--- config.mk ---
export PLATFORM = sky130hd
export DESIGN_NAME = ssram_core
export DESIGN_NICKNAME = d
export VERILOG_FILES = /design/src/rtl/ssr_pkg.sv /design/src/rtl/ssr_cmd_decode.sv /design/src/rtl/ssr_array.sv /design/src/rtl/ssr_out_stage.sv /design/src/rtl/ssram_core.sv
export SDC_FILE = /design/constraint.sdc
export NUM_CORES = 2
export LEC_CHECK = 0
export ABC_AREA = 1
export BUFFER_PORTS_ARGS = -buffer_cell sky130_fd_sc_hd__buf_2
export CORE_MARGIN = 10
export CORE_UTILIZATION = 57
export DETAILED_ROUTE_END_ITERATION = 10
export GPL_TIMING_DRIVEN = 0
export PLACE_DENSITY = 0.69
export SETUP_SLACK_MARGIN = 0.15
export SLEW_MARGIN = 20
export SYNTH_ARGS = -nofsm -noshare
export SYNTH_HDL_FRONTEND = slang
export SYNTH_SLANG_ARGS = --single-unit
--- constraint.sdc ---
create_clock -name clk -period 1.7 [get_ports clk]
set_input_delay 0.17 -clock clk [delete_from_list [all_inputs] [get_ports clk]]
set_output_delay 0.17 -clock clk [all_outputs]
set_load 0.1 [all_outputs]
--- src/rtl/ssr_pkg.sv ---
package ssr_pkg;

  typedef enum logic [1:0] {
    CMD_IDLE  = 2'd0,
    CMD_READ  = 2'd1,
    CMD_WRITE = 2'd2
  } ssr_cmd_e;

  // Command classification; R7 (read), R5/R6 (write), R10 (sleep blocks all)
  function automatic ssr_cmd_e classify(input logic sel, input logic slp,
                                        input logic qual, input logic all);
    if (!sel || slp)   return CMD_IDLE;
    if (qual || all)   return CMD_WRITE;
    return CMD_READ;
  endfunction

  // A lane is stored when the write is global or the qualified lane enable is set
  function automatic logic lane_hit(input logic wr, input logic all, input logic en);
    return wr && (all || en);
  endfunction

endpackage

--- src/rtl/ssr_cmd_decode.sv ---
module ssr_cmd_decode #(
  parameter int NUM_LANES = 4
) (
  input  logic                 cs,
  input  logic                 sleep,
  input  logic                 wr_qual,
  input  logic                 wr_all,
  input  logic [NUM_LANES-1:0] lane_en,
  output logic                 rd_evt,
  output logic                 wr_evt,
  output logic [NUM_LANES-1:0] lane_we
);
  import ssr_pkg::*;

  ssr_cmd_e cmd;

  always_comb begin
    cmd    = classify(cs, sleep, wr_qual, wr_all);
    rd_evt = (cmd == CMD_READ);
    wr_evt = (cmd == CMD_WRITE);
  end

  for (genvar g = 0; g < NUM_LANES; g++) begin : g_lane
    assign lane_we[g] = lane_hit(wr_evt, wr_all, lane_en[g]);
  end

endmodule

--- src/rtl/ssr_array.sv ---
module ssr_array #(
  parameter int ADDR_W = 6,
  parameter int DATA_W = 36,
  parameter int LANE_W = 9
) (
  input  logic                     clk,
  input  logic                     rst_n,
  input  logic [ADDR_W-1:0]        addr,
  input  logic [DATA_W/LANE_W-1:0] lane_we,
  input  logic [DATA_W-1:0]        wdata,
  input  logic                     re,
  output logic [DATA_W-1:0]        rd_q
);
  localparam int NUM_LANES = DATA_W / LANE_W;
  localparam int DEPTH     = 1 << ADDR_W;

  for (genvar g = 0; g < NUM_LANES; g++) begin : g_lane
    logic [LANE_W-1:0] lane_mem [DEPTH];
    logic [LANE_W-1:0] lane_rd;

    always_ff @(posedge clk) begin
      if (lane_we[g]) lane_mem[addr] <= wdata[g*LANE_W +: LANE_W];
    end

    always_ff @(posedge clk or negedge rst_n) begin
      if (!rst_n)  lane_rd <= '0;
      else if (re) lane_rd <= lane_mem[addr];
    end

    assign rd_q[g*LANE_W +: LANE_W] = lane_rd;
  end

endmodule

--- src/rtl/ssr_out_stage.sv ---
module ssr_out_stage #(
  parameter int DATA_W = 36
) (
  input  logic              clk,
  input  logic              rst_n,
  input  logic              pipe_mode,
  input  logic              oe,
  input  logic              sleep,
  input  logic              rd_evt,
  input  logic [DATA_W-1:0] s1_data,
  output logic              pend,
  output logic [DATA_W-1:0] rdata,
  output logic              rdrive
);
  logic              s1_vld;
  logic              s2_vld;
  logic [DATA_W-1:0] s2_data;
  logic [DATA_W-1:0] src;

  // the deselect flows through the same stages as the read
  always_ff @(posedge clk or negedge rst_n) begin
    if (!rst_n) begin
      s1_vld  <= 1'b0;
      s2_vld  <= 1'b0;
      s2_data <= '0;
    end else begin
      s1_vld  <= rd_evt;
      s2_vld  <= s1_vld;
      s2_data <= s1_data;
    end
  end

  // mode select, R9/R10 asynchronous gating, R11 zero when released
  always_comb begin
    pend   = pipe_mode ? s2_vld : s1_vld;
    src    = pipe_mode ? s2_data : s1_data;
    rdrive = pend && oe && !sleep;
    rdata  = rdrive ? src : '0;
  end

endmodule

--- src/rtl/ssram_core.sv ---
module ssram_core #(
  parameter int ADDR_W = 6,
  parameter int DATA_W = 36,
  parameter int LANE_W = 9
) (
  input  logic                     clk,
  input  logic                     rst_n,
  input  logic                     pipe_mode,
  input  logic                     cs,
  input  logic [ADDR_W-1:0]        addr,
  input  logic [DATA_W/LANE_W-1:0] lane_en,
  input  logic                     wr_qual,
  input  logic                     wr_all,
  input  logic [DATA_W-1:0]        wdata,
  input  logic                     oe,
  input  logic                     sleep,
  output logic [DATA_W-1:0]        rdata,
  output logic                     rdrive
);
  localparam int NUM_LANES = DATA_W / LANE_W;

  logic                 rd_evt;
  logic                 wr_evt;
  logic [NUM_LANES-1:0] lane_we;
  logic [DATA_W-1:0]    s1_data;
  logic                 pend;

  ssr_cmd_decode #(.NUM_LANES(NUM_LANES)) dec_i (
    .cs(cs), .sleep(sleep), .wr_qual(wr_qual), .wr_all(wr_all),
    .lane_en(lane_en), .rd_evt(rd_evt), .wr_evt(wr_evt), .lane_we(lane_we)
  );

  ssr_array #(.ADDR_W(ADDR_W), .DATA_W(DATA_W), .LANE_W(LANE_W)) arr_i (
    .clk(clk), .rst_n(rst_n), .addr(addr), .lane_we(lane_we),
    .wdata(wdata), .re(rd_evt), .rd_q(s1_data)
  );

  ssr_out_stage #(.DATA_W(DATA_W)) out_i (
    .clk(clk), .rst_n(rst_n), .pipe_mode(pipe_mode), .oe(oe), .sleep(sleep),
    .rd_evt(rd_evt), .s1_data(s1_data), .pend(pend),
    .rdata(rdata), .rdrive(rdrive)
  );

endmodule

==> out/results.ini <==
[routing]
viasPerCell = 5.800
first_pass_iters = 8
wl_microns = 366200
initialDrtViolationCount = 10530
post_drt_wl_per_cell_microns = 27.93
ant_nets = 0
drc = 0
vias = 76050

[worst_setup_path]
required_ps = 1530
slowest_delay_ps = 660
crit_family = compound AO/OA/AOI/OAI gates
worstSetupPathType = flop to output port
cp_slowest_cell = a21oi_1
path_buf_inv = 2
path_cells = inv_1 > nor2_1 > a21oi_1 > nor2_4 > buf_12
crit_arrival_ps = 2380
crit_fanout = 2
cp-end-kind = output port
critPathLaunchType = flop

[yosys]
synth_area_leader_cell = edfxtp_1
syn_inst = 10120
ys_ff_latch = 2378
post-synth-top-count-cell = nand2_1
synthFlopType = edfxtp_1
async_flop_share = 0.03112
syn_area_sq_um = 100700
yosys-top-cells-count = nand2_1, edfxtp_1, nor2_1
synth_fp_nets = 10170
yosysSeqAreaShare = 0.7055
synth_top_area_share = 0.6871
ys_types = 24
ys_top_cells_by_area = edfxtp_1, nand2_1, dfrtp_1
syn_area_per_cell_sq_um = 9.955
synth-edff-count = 2304
yosys_warnings = 0

[power_and_ir_drop]
swShare = 0.2460
seqPwrFrac = 0.515
leakagePower_nw = 50.09
pwr-share-comb = 0.089
p_int_mw = 95.16
power_switching_mw = 31.04
power_density_nw_per_um2 = 1046
vdd_drop_max_mv = 1.206
clkPwrFrac = 0.396

[clock_network]
cts_buffers = 234
clk_pin_slew_ps = 60
cts_root_buf = clkbuf_16
cts_tree = yes
clk_latency_ps = 900
htreeDepth = 4
cts.sinks = 2378
clockBufferDepth = 3

[place]
place_hpwl_microns = 259200
io_buffer_count = 83
placed_cells = 12560
place.gp.congestion = 1.091
pre_cts_slack_ps = -2236

[finish]
area_growth_pct = 19.80
drive_gt1_frac = 0.1696
multiInputGateArea_sq_um = 32230
n_fill_cell = 12990
fin_nets = 10630
final_cells = 13110
regArea_sq_um = 71040

[floorplan]
initial_core_util = 0.5724
die_area_sq_um = 193900
rows = 154
die_w_microns = 440.3
core_sq_um = 175900
die_h_microns = 440.3
ios = 91

[timing]
finalCriticalPeriod_ps = 2554
finalSetupViolCount = 38
finalCritPeriodShare = 1.502
max-slew-margin-rel = 0.06030
tightest_slew_ps = 1410
tns_ps = -25830
hold_violations = 0
slew_viol_final = 0
grt_setup_unrepaired = true
fin_skew_ps = 30.52
fmax_mhz = 391.6
setup_ws_ps = -853.8

[global_route]
grt_max_degree = 65
grt_pass1_vias = 70510
grt_pass1_wl_microns = 505300
grt_antenna_before_repair = 22
grt_overflow = 0
grt_use_total = 0.3711

[run_status]
violations = setup timing
status = finished, violations left

[hold_path]
min-delay-path-class = input port to flop

[job]
cap_violations = 0

## cells by family after synthesis
| family | Yosys count | share of synthesized area |
|---|---|---|
| buf+inv | 659 | 0.02834 |
| flops | 2378 | 0.7055 |
| compound gates | 61 | 0.003380 |
| simple gates | 7017 | 0.2628 |
## metrics by stage
stage / utilization / hold slack, ps / total power, mW / instance area, sq um
after global routing: 0.6856 / 89.87 / 128.8 / 120600
after floorplan: - / -125.6 / 71.24 / 103800
after CTS: 0.6740 / 70.98 / 125.1 / 118600
final: 0.6857 / 85.90 / 126.2 / 120600
after global placement: 0.6093 / 356.1 / 75.65 / 107200
after detailed placement: 0.6133 / 162.3 / 75.94 / 107900
## cell usage in the layout, fill, tap and decap left out, types with 31 or more instances in the layout
master / n
inv_1: 98
clkbuf_4: 31
nand2_4: 163
buf_2: 197
clkbuf_2: 48
dlygate4sd3_1: 39
nor2_1: 46
clkbuf_16: 263
clkinv_2: 39
buf_12: 87
clkinv_1: 56
dfrtp_1: 74
a21oi_1: 39
edfxtp_1: 2304
buf_6: 37
nor2_4: 349
nand2_1: 6076
buf_4: 127
clkbuf_1: 168
nand2_2: 281
## state kept, by name, indices dropped and copies added (netlist names)
signal / cells
arr_i.g_lane.lane_rd: 36
out_i.s2_vld: 1
out_i.s1_vld: 1
arr_i.g_lane.lane_mem: 2304
out_i.s2_data: 36
## layer usage
| layer | vias up | track usage | part of all wire |
|---|---|---|---|
| met2 | 4698 | 0.5586 | 0.44 |
| met3 | 1080 | 0.09982 | 0.12 |
| met5 | - | 0 | 0.00014 |
| met1 | 36760 | 0.4745 | 0.36 |
| met4 | 8 | 0.2443 | 0.080 |
| li1 | 33500 | - | - |
## cell type report
type / instances / share of cell area
repair inverters: 1 / 0.0001348
flip-flops and latches: 2378 / 0.5889
multi-input cells: 7078 / 0.2671
plain buffers: 524 / 0.02961
clock buffers: 300 / 0.05164
well taps: 2340 / 0.02427
diodes: 8 / 0.0001659
clock inverters: 124 / 0.007903
inverters: 135 / 0.004584
repair buffers: 224 / 0.02569
## final timing paths
path / start / end / slack (ps) / cells past startpoint
worst max-delay path: arr_i.g_lane[2].lane_rd[8] / rdata[26] / -850 / 5
worst min-delay path: addr[4] / arr_i.g_lane[0].lane_rd[0] / 90 / 8
worst max register to register: arr_i.g_lane[3].lane_mem[36][8] / arr_i.g_lane[3].lane_rd[8] / 20 / 10
worst min register to register: arr_i.g_lane[1].lane_rd[4] / out_i.s2_data[13] / 370 / 0
max in group asynchronous: rst_n / out_i.s2_data[20] / 1040 / 4
min in group asynchronous: rst_n / out_i.s2_data[1] / 360 / 4
## power groups by stage
stage	clock network (mW)	registers, mW	logic, mW
after floorplan	0	66.2	5.06
after global placement	0	66.3	9.40
after detailed placement	0	66.2	9.72
after CTS	49.7	65.0	10.4
after global routing	52.1	65.0	11.7
final	50.0	65.0	11.2
## repair_timing
item	in CTS	in global routing
endpoints found under the setup margin	2377	874
gates resized for setup	771	496
cloned	3	0
setup buffers	43	28
hold buffers	39	1
hold endpoints to repair	1950	64
pin swaps	78	196
## worst min-delay path, cell delays in order
cell	delay [ps]
buf_12	120
nor3_4	100
nand2_2	120
nand2_4	80
nor2_4	120
nand3_4	120
nand2_2	80
inv_1	30
Note: power is estimated with default switching activity, not from simulation.
